[src/rtl/pad_route_pkg.sv]
// Package: shared constants for the pad routing multiplexer.
// Assumes: word addressing with a 4-bit group field and a 4-bit index field.
package pad_route_pkg;

    localparam int unsigned IDX_W  = 4;
    localparam int unsigned ATTR_W = 14;

    localparam logic [3:0] GRP_INSEL     = 4'h0;
    localparam logic [3:0] GRP_INSEL_EN  = 4'h1;
    localparam logic [3:0] GRP_OUTSEL    = 4'h2;
    localparam logic [3:0] GRP_OUTSEL_EN = 4'h3;
    localparam logic [3:0] GRP_ATTR      = 4'h4;
    localparam logic [3:0] GRP_ATTR_EN   = 4'h5;

    localparam int unsigned ATB_INVERT  = 0;
    localparam int unsigned ATB_VOD     = 1;
    localparam int unsigned ATB_OD      = 6;
    localparam int unsigned ATB_IN_DIS  = 7;

    // Bits the attribute register keeps; open drain (bit 6) is not accepted.
    localparam logic [ATTR_W-1:0] ATTR_KEEP = 14'h3FBF;

    localparam int unsigned IN_RESERVED  = 2;
    localparam int unsigned OUT_RESERVED = 3;
    localparam int unsigned OUT_CODE_HIZ = 2;

endpackage

[src/rtl/pad_route_cfg.sv]
// Module: configuration register file with per-register lock enables.
// Holds input selects, pad selects and pad attributes, each guarded by an
// enable bit that can only be cleared. Assumes counts of at most 16 each.
module pad_route_cfg
    import pad_route_pkg::*;
#(
    parameter int unsigned NP = 4,
    parameter int unsigned NI = 4,
    parameter int unsigned DW = 32,
    parameter int unsigned AW = 8,
    parameter int unsigned IW = 3,
    parameter int unsigned OW = 3
) (
    input  logic                  clk,
    input  logic                  rst_n,
    input  logic                  reg_wr,
    input  logic [AW-1:0]         reg_addr,
    input  logic [DW-1:0]         reg_wdata,
    output logic [DW-1:0]         reg_rdata,
    output logic [NI-1:0][IW-1:0] insel,
    output logic [NP-1:0][OW-1:0] outsel,
    output logic [NP-1:0]         inv,
    output logic [NP-1:0]         vod,
    output logic [NP-1:0]         in_dis
);

    logic [3:0]       grp;
    logic [IDX_W-1:0] idx;
    logic             unused_wdata;

    logic [NI-1:0][IW-1:0]     insel_q;
    logic [NI-1:0]             insel_en_q;
    logic [NP-1:0][OW-1:0]     outsel_q;
    logic [NP-1:0]             outsel_en_q;
    logic [NP-1:0][ATTR_W-1:0] attr_q;
    logic [NP-1:0]             attr_en_q;

    assign grp          = reg_addr[7:4];
    assign idx          = reg_addr[3:0];
    assign unused_wdata = ^reg_wdata[DW-1:ATTR_W];

    for (genvar i = 0; i < NI; i++) begin : g_in
        logic hit_sel, hit_en;
        assign hit_sel = reg_wr && grp == GRP_INSEL    && idx == IDX_W'(i);
        assign hit_en  = reg_wr && grp == GRP_INSEL_EN && idx == IDX_W'(i);

        // Input select and its lock bit.
        always_ff @(posedge clk) begin
            if (!rst_n) begin
                insel_q[i]    <= '0;
                insel_en_q[i] <= 1'b1;
            end else begin
                if (hit_sel && insel_en_q[i]) insel_q[i] <= reg_wdata[IW-1:0];
                if (hit_en && !reg_wdata[0])  insel_en_q[i] <= 1'b0;
            end
        end

        p_lock_hold_r6: assert property (@(posedge clk) disable iff (!rst_n)
            !$past(insel_en_q[i]) |-> $stable(insel_q[i]));
        p_lock_sticky_r5: assert property (@(posedge clk) disable iff (!rst_n)
            !$past(insel_en_q[i]) |-> !insel_en_q[i]);
    end

    for (genvar p = 0; p < NP; p++) begin : g_pad
        logic hit_sel, hit_sel_en, hit_attr, hit_attr_en;
        assign hit_sel     = reg_wr && grp == GRP_OUTSEL    && idx == IDX_W'(p);
        assign hit_sel_en  = reg_wr && grp == GRP_OUTSEL_EN && idx == IDX_W'(p);
        assign hit_attr    = reg_wr && grp == GRP_ATTR      && idx == IDX_W'(p);
        assign hit_attr_en = reg_wr && grp == GRP_ATTR_EN   && idx == IDX_W'(p);

        // Pad select, attribute word and their lock bits.
        always_ff @(posedge clk) begin
            if (!rst_n) begin
                outsel_q[p]    <= OW'(OUT_CODE_HIZ);
                outsel_en_q[p] <= 1'b1;
                attr_q[p]      <= '0;
                attr_en_q[p]   <= 1'b1;
            end else begin
                if (hit_sel && outsel_en_q[p])   outsel_q[p] <= reg_wdata[OW-1:0];
                if (hit_sel_en && !reg_wdata[0]) outsel_en_q[p] <= 1'b0;
                if (hit_attr && attr_en_q[p])    attr_q[p] <= reg_wdata[ATTR_W-1:0] & ATTR_KEEP;
                if (hit_attr_en && !reg_wdata[0]) attr_en_q[p] <= 1'b0;
            end
        end

        p_out_lock_hold_r6: assert property (@(posedge clk) disable iff (!rst_n)
            !$past(outsel_en_q[p]) |-> $stable(outsel_q[p]));
        p_attr_lock_hold_r6: assert property (@(posedge clk) disable iff (!rst_n)
            !$past(attr_en_q[p]) |-> $stable(attr_q[p]));
        p_attr_sticky_r5: assert property (@(posedge clk) disable iff (!rst_n)
            !$past(attr_en_q[p]) |-> !attr_en_q[p]);

        assign inv[p]    = attr_q[p][ATB_INVERT];
        assign vod[p]    = attr_q[p][ATB_VOD];
        assign in_dis[p] = attr_q[p][ATB_IN_DIS];
    end

    assign insel  = insel_q;
    assign outsel = outsel_q;

    // Combinational read of the addressed register, zero-extended.
    always_comb begin
        reg_rdata = '0;
        case (grp)
            GRP_INSEL:
                for (int i = 0; i < NI; i++) if (idx == IDX_W'(i)) reg_rdata = DW'(insel_q[i]);
            GRP_INSEL_EN:
                for (int i = 0; i < NI; i++) if (idx == IDX_W'(i)) reg_rdata = DW'(insel_en_q[i]);
            GRP_OUTSEL:
                for (int p = 0; p < NP; p++) if (idx == IDX_W'(p)) reg_rdata = DW'(outsel_q[p]);
            GRP_OUTSEL_EN:
                for (int p = 0; p < NP; p++) if (idx == IDX_W'(p)) reg_rdata = DW'(outsel_en_q[p]);
            GRP_ATTR:
                for (int p = 0; p < NP; p++) if (idx == IDX_W'(p)) reg_rdata = DW'(attr_q[p]);
            GRP_ATTR_EN:
                for (int p = 0; p < NP; p++) if (idx == IDX_W'(p)) reg_rdata = DW'(attr_en_q[p]);
            default: reg_rdata = '0;
        endcase
    end

endmodule

[src/rtl/pad_route_in.sv]
// Module: routes conditioned pad levels to peripheral inputs.
// Codes 0 and 1 are constants, code k+2 is pad k, anything else gives 0.
module pad_route_in
    import pad_route_pkg::*;
#(
    parameter int unsigned NP = 4,
    parameter int unsigned NI = 4,
    parameter int unsigned IW = 3
) (
    input  logic                  clk,
    input  logic                  rst_n,
    input  logic [NP-1:0]         pad_in,
    input  logic [NP-1:0]         inv,
    input  logic [NP-1:0]         in_dis,
    input  logic [NI-1:0][IW-1:0] insel,
    output logic [NI-1:0]         periph_in
);

    logic [NP-1:0] pad_seen;

    // Apply input disable and inversion before any route looks at a pad.
    always_comb begin
        pad_seen = (pad_in ^ inv) & ~in_dis;
    end

    for (genvar i = 0; i < NI; i++) begin : g_route
        // Select one source for peripheral input i.
        always_comb begin
            periph_in[i] = 1'b0;
            if (insel[i] == IW'(1)) periph_in[i] = 1'b1;
            for (int k = 0; k < NP; k++) begin
                if (insel[i] == IW'(k + IN_RESERVED)) periph_in[i] = pad_seen[k];
            end
        end

        p_const_in_r1: assert property (@(posedge clk) disable iff (!rst_n)
            (insel[i] == IW'(1)) |-> periph_in[i]);
        p_oob_in_r3: assert property (@(posedge clk) disable iff (!rst_n)
            (int'(insel[i]) >= NP + IN_RESERVED) |-> !periph_in[i]);
    end

    for (genvar k = 0; k < NP; k++) begin : g_dis_chk
        p_in_disable_r9: assert property (@(posedge clk) disable iff (!rst_n)
            (in_dis[k] && insel[0] == IW'(k + IN_RESERVED)) |-> !periph_in[0]);
    end

endmodule

[src/rtl/pad_route_out.sv]
// Module: drives pads from a fixed level, high impedance or a peripheral.
// Codes 0/1/2 are drive 0, drive 1 and high-Z; code k+3 is peripheral k;
// illegal codes act as code 0. Invert and virtual open drain follow.
module pad_route_out
    import pad_route_pkg::*;
#(
    parameter int unsigned NP = 4,
    parameter int unsigned NO = 4,
    parameter int unsigned OW = 3
) (
    input  logic                  clk,
    input  logic                  rst_n,
    input  logic [NP-1:0][OW-1:0] outsel,
    input  logic [NO-1:0]         periph_out,
    input  logic [NO-1:0]         periph_oe,
    input  logic [NP-1:0]         inv,
    input  logic [NP-1:0]         vod,
    output logic [NP-1:0]         pad_out,
    output logic [NP-1:0]         pad_oe
);

    for (genvar p = 0; p < NP; p++) begin : g_pad
        logic raw_d, raw_oe;

        // Pick the raw level and enable for pad p.
        always_comb begin
            raw_d  = 1'b0;
            raw_oe = 1'b1;
            if (outsel[p] == OW'(1)) raw_d = 1'b1;
            if (outsel[p] == OW'(OUT_CODE_HIZ)) raw_oe = 1'b0;
            for (int k = 0; k < NO; k++) begin
                if (outsel[p] == OW'(k + OUT_RESERVED)) begin
                    raw_d  = periph_out[k];
                    raw_oe = periph_oe[k];
                end
            end
        end

        // Invert, then release the driver for a high level under virtual open drain.
        always_comb begin
            pad_out[p] = raw_d ^ inv[p];
            pad_oe[p]  = raw_oe & ~(vod[p] & pad_out[p]);
        end

        p_hiz_r2: assert property (@(posedge clk) disable iff (!rst_n)
            (outsel[p] == OW'(OUT_CODE_HIZ)) |-> !pad_oe[p]);
        p_vod_r8: assert property (@(posedge clk) disable iff (!rst_n)
            (vod[p] && pad_out[p]) |-> !pad_oe[p]);
        p_oob_out_r3: assert property (@(posedge clk) disable iff (!rst_n)
            (int'(outsel[p]) >= NO + OUT_RESERVED && !vod[p]) |-> (pad_oe[p] && pad_out[p] == inv[p]));
    end

endmodule

[src/rtl/pad_route_mux.sv]
// Module: top of the lockable pad routing multiplexer.
// Ties the register file to the input and output routing networks.
// Assumes each of NUM_PADS, NUM_PERIPH_IN, NUM_PERIPH_OUT is 16 or less.
module pad_route_mux #(
    parameter int unsigned NUM_PADS       = 4,
    parameter int unsigned NUM_PERIPH_IN  = 4,
    parameter int unsigned NUM_PERIPH_OUT = 4,
    parameter int unsigned DATA_W         = 32,
    parameter int unsigned ADDR_W         = 8
) (
    input  logic                      clk,
    input  logic                      rst_n,
    input  logic                      reg_wr,
    input  logic [ADDR_W-1:0]         reg_addr,
    input  logic [DATA_W-1:0]         reg_wdata,
    output logic [DATA_W-1:0]         reg_rdata,
    input  logic [NUM_PADS-1:0]       pad_in,
    output logic [NUM_PADS-1:0]       pad_out,
    output logic [NUM_PADS-1:0]       pad_oe,
    input  logic [NUM_PERIPH_OUT-1:0] periph_out,
    input  logic [NUM_PERIPH_OUT-1:0] periph_oe,
    output logic [NUM_PERIPH_IN-1:0]  periph_in
);

    localparam int unsigned IW = $clog2(NUM_PADS + pad_route_pkg::IN_RESERVED);
    localparam int unsigned OW = $clog2(NUM_PERIPH_OUT + pad_route_pkg::OUT_RESERVED);

    logic [NUM_PERIPH_IN-1:0][IW-1:0] insel;
    logic [NUM_PADS-1:0][OW-1:0]      outsel;
    logic [NUM_PADS-1:0]              inv, vod, in_dis;

    pad_route_cfg #(
        .NP(NUM_PADS), .NI(NUM_PERIPH_IN), .DW(DATA_W), .AW(ADDR_W), .IW(IW), .OW(OW)
    ) u_cfg (
        .clk(clk), .rst_n(rst_n), .reg_wr(reg_wr), .reg_addr(reg_addr),
        .reg_wdata(reg_wdata), .reg_rdata(reg_rdata), .insel(insel),
        .outsel(outsel), .inv(inv), .vod(vod), .in_dis(in_dis)
    );

    pad_route_in #(.NP(NUM_PADS), .NI(NUM_PERIPH_IN), .IW(IW)) u_in (
        .clk(clk), .rst_n(rst_n), .pad_in(pad_in), .inv(inv), .in_dis(in_dis),
        .insel(insel), .periph_in(periph_in)
    );

    pad_route_out #(.NP(NUM_PADS), .NO(NUM_PERIPH_OUT), .OW(OW)) u_out (
        .clk(clk), .rst_n(rst_n), .outsel(outsel), .periph_out(periph_out),
        .periph_oe(periph_oe), .inv(inv), .vod(vod), .pad_out(pad_out), .pad_oe(pad_oe)
    );

    p_reset_release_r11: assert property (@(posedge clk)
        $rose(rst_n) |-> (pad_oe == '0 && periph_in == '0));

endmodule

[config.mk]
export PLATFORM = sky130hd
export DESIGN_NAME = pad_route_mux
export DESIGN_NICKNAME = d
export VERILOG_FILES = /design/src/rtl/pad_route_pkg.sv /design/src/rtl/pad_route_cfg.sv /design/src/rtl/pad_route_in.sv /design/src/rtl/pad_route_out.sv /design/src/rtl/pad_route_mux.sv
export SDC_FILE = /design/constraint.sdc
export NUM_CORES = 1
export LEC_CHECK = 0
export ABC_CLOCK_PERIOD_IN_PS = 4700
export BUFFER_PORTS_ARGS = -buffer_cell sky130_fd_sc_hd__buf_2
export CAP_MARGIN = 20
export CORE_MARGIN = 2
export CORE_UTILIZATION = 45
export DETAILED_ROUTE_END_ITERATION = 8
export PLACE_DENSITY = 0.67
export SLEW_MARGIN = 25
export SYNTH_ARGS = -nofsm -noshare
export SYNTH_HDL_FRONTEND = slang
export SYNTH_SLANG_ARGS = --single-unit
[constraint.sdc]
create_clock -name clk -period 4.7 [get_ports clk]
set_input_delay 0.705 -clock clk [delete_from_list [all_inputs] [get_ports clk]]
set_output_delay 0.705 -clock clk [all_outputs]
set_load 0.01 [all_outputs]
# == Word level (Yosys, flattened, before mapping) ==
# Index checks and enable logic that the tools add are counted.
# word_totals
ff_bits,88
out_inout_bits,44
# op_classes
eq_ne,52
mux,85
n_bitwise,19
reduce_logical,57
# ops
operator,count
$pmux W32 S6,1
$mux W1,72
$eq A3 B3 Y1 const B,20
$mux W14,4
$logic_and A1 B1 Y1,54
$eq A3 B2 Y1 const B,16
$eq A3 B1 Y1 const B,8
$mux W3,8
$eq A4 B2 Y1 const B,4
$and A1 B1 Y1,8
$eq A4 B1 Y1 const B,2
$eq A4 B3 Y1 const B,2
$logic_not A4 Y1,2
$and A4 B4 Y4,1
$not A1 Y1,4
$not A4 Y4,1
$xor A1 B1 Y1,4
$xor A4 B4 Y4,1
$logic_not A1 Y1,1

# == Depth between registers and ports, before layout ==
# logic_depth
ltp_word,10
depth_mapped,7
mapped_depth_nobuf,4

# == By module ==
# From an unflattened synthesis, not the netlist that was laid out.
# unflattened
cells_unflattened,553
area_unflattened_um2,5158.7
# modules_own_cells
module,n_inst,cells_each,area_per_inst_um2,seq_area_each_um2
pad_route_cfg,1,442,4476.8,1761.7
pad_route_out,1,68,421.7,0.0
pad_route_in,1,43,260.2,0.0

# == Worst setup path before layout ==
# OpenSTA, ideal clock, no wires.
# synth_timing
path_type,input port to output port
start,input port reg_addr[0]
end,output port reg_rdata[2]
arrival_ps,1858
required_ps,3995
setup_slack_ps,2137
path_stages,5
n_path_buf,2
cell_sequence,buf_4 -> buf_4 -> mux4_2 -> a32oi_1 -> o32ai_1
# synth_between
elab_chain_len,6
elab_cells_between_ends,17
cone_classes,eq/ne: 3; mux: 13; reduce/logical: 1
# synth_rtl
item,line_no,rtl
"start, declared",pad_route_mux.sv:14,"input logic [ADDR_W-1:0] reg_addr,"
$logic_not A4 Y1,"pad_route_cfg.sv:106, pad_route_cfg.sv:110, pad_route_cfg.sv:114",
$mux W14 (tied with other cells) (4 in series),pad_route_cfg.sv:114,for (int p = 0; p < NP; p++) if (idx == IDX_W'(p)) reg_rdata = DW'(attr_q[p]);
$pmux W32 S6 (*),pad_route_cfg.sv:104,case (grp)
"end, declared",pad_route_mux.sv:16,"output logic [DATA_W-1:0] reg_rdata,"
# Every way passes the cells marked *; elsewhere a longest branch is shown, timed or not.

# == Worst setup path after layout ==
# layout_timing
start,input port reg_addr[1]
end,output port reg_rdata[0]
# layout_between
elab_chain_len,6
elab_cells_between_ends,29
cone_classes,eq/ne: 3; mux: 25; reduce/logical: 1
# layout_rtl
item,line_no,rtl
$logic_not A4 Y1,-,
$mux W1 (tied with other cells) (4 in series),pad_route_cfg.sv:116,for (int p = 0; p < NP; p++) if (idx == IDX_W'(p)) reg_rdata = DW'(attr_en_q[p]);
$pmux W32 S6 (*),pad_route_cfg.sv:104,
# Marked as above.

==> run_results.csv <==
group,metric,value,unit
outcome,outcome,"finished, final reports clean",
min_path,hold_path.startpoint,"u_cfg.insel_en_q[1]",
pwr,vdd_ir_drop_max,0.2298,mV
pwr,p_int,1.382,mW
logic_synthesis,synth-main-ff-cell,"sky130_fd_sc_hd__dfxtp_1",
placed_design,detailed_place.area,0.005401,mm2
route,detail_route.wl_per_cell,17.49,um
pwr,power.combinational.fraction,6.8,%
floorplan,coreArea,0.01132,mm2
logic_synthesis,synthArstFlopShare,0,%
cts,clock-sinks,88,
sta,final_count_of_hold_timing_violations,0,
setup_path,crit_chain,"buf_2 -> or3b_1 -> o22ai_1 -> o21a_1 -> o311ai_1 -> buf_2",
pwr,cellPowerDensity,305.1,mW/mm2
pwr,p_sw,0.3815,mW
global_routing,track_usage,20.50,%
setup_path,crit_path_start,"reg_addr[1]",
sta,timing.final.crit_period,3.428,ns
sta,final.setup.tns,0,ns
setup_path,critPathRequiredTime,3.99,ns
layout,drive_above_1_share,21.01,%
setup_path,critPathMostFrequentCell,"sky130_fd_sc_hd__buf_2",
setup_path,timing_worst_setup_path_type,"in -> out",
setup_path,cp_slowest_cell,"sky130_fd_sc_hd__or3b_1",
sta,final.period_utilization,72.93,%
setup_path,critPathLaunchType,"primary input",
pwr,power.share.clock,50.8,%
placed_design,place.port_buffers,60,
pwr,reg_power_share,42.4,%
logic_synthesis,synthesis.area_per_instance,9.705,um2
logic_synthesis,yosysMostFrequentCell,"sky130_fd_sc_hd__dfxtp_1",
route,post-route-drc-count,0,
setup_path,worst-path-max-fanout,28,
layout,area.sequential,0.001762,mm2
logic_synthesis,synthTopCellsByArea,"sky130_fd_sc_hd__dfxtp_1, sky130_fd_sc_hd__mux2i_1, sky130_fd_sc_hd__nor2b_1, sky130_fd_sc_hd__mux2_2, sky130_fd_sc_hd__buf_4",
layout,multi_input_area,0.003122,mm2
route,initialDrtViolationCount,226,
setup_path,timing.reg2reg.setup_slack,3.46,ns
floorplan,placement_rows,39,
layout,final.fill_count,1051,
logic_synthesis,netlist_instances,534,
pwr,totalPowerFinal,1.763,mW
min_path,min-delay-path-class,"reg -> reg",
setup_path,timing.critical_path.to_type,"output pin",
global_routing,grt_start_max_net_pins,89,
global_routing,first_global_vias,4005,
layout,post-route-cell-area,0.005781,mm2
logic_synthesis,yosysTopAreaCell,"sky130_fd_sc_hd__dfxtp_1",
sta,tightest_slew_margin_relative_to_the_limit,52.38,%
route,via_count,4030,
setup_path,timing.critical_path.slowest_cell_delay,0.70,ns
layout,fin_nets,626,
cts,ctsHoldBuffers,0,
sta,finClkSkew,0.004444,ns
setup_path,critical_path.top_delay_family,"buffers and inverters",
floorplan,floorplan.die_area,0.01239,mm2
setup_path,critical_path_depth,6,
cts,cts.htree.levels,3,
sta,timing.final.max_slew_violations,0,
logic_synthesis,syn-cell-area,0.005182,mm2
setup_path,r2r-start,"u_cfg.attr_en_q[2]",
logic_synthesis,yosys_warnings,0,
route,detailedRoute.firstPassIterationCount,4,
logic_synthesis,cell_types_with_the_highest_counts_after_synthesis,"sky130_fd_sc_hd__dfxtp_1, sky130_fd_sc_hd__nor2b_1, sky130_fd_sc_hd__mux2i_1",
cts,cts_root_buf,"sky130_fd_sc_hd__clkbuf_16",
flow_run,max-cap-violations,0,
setup_path,worst-path-buf-inv,2,
cts,clock_tree_from_tritoncts,"done",
logic_synthesis,synth_sequential_area_ratio,33.99,%
global_routing,gr-total-overflow,0,
cts,cts_resized,0,
floorplan,io-pin-count,99,
pwr,reported_leakage_power,2.706,nW
cts,clkLatencyLatePin,0.33,ns
cts,cts-root-to-sink-buffers,2,
floorplan,floorplan_die_height,111.3,um
route,avgViaCountPerCell,5.597,
global_routing,grt_antenna_before_repair,0,
logic_synthesis,postSynthRegisterBits,88,
floorplan,die-width,111.3,um
sta,number_of_endpoints_failing_setup_at_the_final_stage,0,
cts,clk_pin_slew,0.07,ns
setup_path,critical_path_arrival,2.72,ns
sta,tightestPinTransition,0.7142,ns
floorplan,initial_utilization,45.78,%
placed_design,routabilityCongestion,0.8760,
route,finalWirelength,12590,um
cts,numCtsBuffers,9,
logic_synthesis,synth-edff-count,0,
pwr,netSwitchingFraction,21.63,%
logic_synthesis,ys_types,52,
setup_path,reg2reg_to,"u_cfg.in_dis[2]",
sta,fmax,291.7,MHz
sta,grt_setup_unrepaired,"no",
placed_design,hpwlAfterDp,8581,um
setup_path,worstSetupEndpoint,"reg_rdata[0]",
layout,flow.area_growth_from_synthesis,11.54,%
global_routing,grt_first_pass_wirelength,20520,um
cts,post_cts_setup_repair_bufs,0,
route,antenna_left,0,
setup_path,rr_worst_depth,3,
logic_synthesis,synth_top_area_share,33.99,%
-- layout by cell type (no fill, tap or decap), types with 5 or more instances in the layout --
master / count
sky130_fd_sc_hd__a211oi_1: 5
sky130_fd_sc_hd__a21oi_1: 13
sky130_fd_sc_hd__a221oi_1: 8
sky130_fd_sc_hd__and2_1: 8
sky130_fd_sc_hd__buf_2: 58
sky130_fd_sc_hd__clkbuf_16: 9
sky130_fd_sc_hd__conb_1: 19
sky130_fd_sc_hd__dfxtp_1: 88
sky130_fd_sc_hd__inv_1: 9
sky130_fd_sc_hd__mux2_2: 25
sky130_fd_sc_hd__mux2i_1: 82
sky130_fd_sc_hd__mux4_2: 7
sky130_fd_sc_hd__nand2_1: 23
sky130_fd_sc_hd__nand2b_1: 8
sky130_fd_sc_hd__nand4_1: 9
sky130_fd_sc_hd__nor2_1: 18
sky130_fd_sc_hd__nor2b_1: 87
sky130_fd_sc_hd__o21ai_0: 18
sky130_fd_sc_hd__o22ai_1: 12
sky130_fd_sc_hd__or3_1: 5
sky130_fd_sc_hd__xnor2_1: 8
-- worst reg2reg max path: cells and delay by family, from the launching register on --
kind             cells  cell delay [ns]
flip-flops           1             0.39
multiplexers         1             0.32
AND/OR/NAND/NOR      2             0.43
-- area by class of cell --
cell class	count	area share, %
clock inverters	6	2.381
diodes	1	0.04329
repair buffers	60	5.281
clock buffers	10	4.134
well taps	143	3.095
flip-flops and latches	88	30.48
multi-input cells	403	54.00
inverters	9	0.5844
-- flip-flops by register name, indices dropped and copies added, names as in the netlist --
register           flops
u_cfg.in_dis           4
u_cfg.attr_q          40
u_cfg.inv              4
u_cfg.outsel          12
u_cfg.insel           12
u_cfg.attr_en_q        4
u_cfg.vod              4
u_cfg.outsel_en_q      4
u_cfg.insel_en_q       4
-- power groups by stage --
stage	Sequential, mW	Combinational [mW]	Clock, mW
floorplan	0.764	0.0891	0
global placement	0.764	0.117	0
detailed placement	0.764	0.119	0
CTS	0.747	0.119	0.904
global route	0.747	0.130	0.935
finish	0.747	0.120	0.896
-- through the flow --
| step | std cells | hold slack (ns) | utilization, % | worst slack, ns |
|---|---|---|---|---|
| after global routing | 719 | 0.5084 | 51.04 | 1.235 |
| after global placement | 703 | 0.4673 | 47.67 | 1.144 |
| after detailed placement | 703 | 0.4784 | 47.71 | 1.251 |
| after floorplan | 552 | 0.4499 | - | 2.137 |
| final | 720 | 0.4840 | 51.06 | 1.272 |
| after CTS | 719 | 0.4857 | 51.04 | 1.246 |
-- worst min-delay path by stage --
stage / endpoint / cells past startpoint
3_3_place_gp: u_cfg.outsel_en_q[3] / 2
5_1_grt: u_cfg.outsel_en_q[3] / 2
4_1_cts: u_cfg.outsel_en_q[3] / 2
2_1_floorplan: u_cfg.outsel_en_q[2] / 2
3_5_place_dp: u_cfg.outsel_en_q[3] / 2
6_report: u_cfg.insel_en_q[1] / 2
-- metal layers --
metal	global-route usage, %	vias to the layer above	share of wire, %
met4	4.774	0	1.2
li1	-	1943	-
met1	26.14	1944	44
met2	35.69	131	50
met3	4.374	12	5.5
met5	0	-	0
-- kinds of logic (layout without fill, tap and decap cells) --
family,Yosys count,in the layout,synth area share [%]
xor gates and xnor gates,8,8,1.352
muxes,114,114,24.31
buffers and inverters,61,85,7.074
other,1,20,0.07236
AOI/OAI and AO/OA,72,72,9.006
DFF,88,88,33.99
and+or+nand+nor,190,190,24.19
Note: power is estimated with default switching activity, not from simulation.
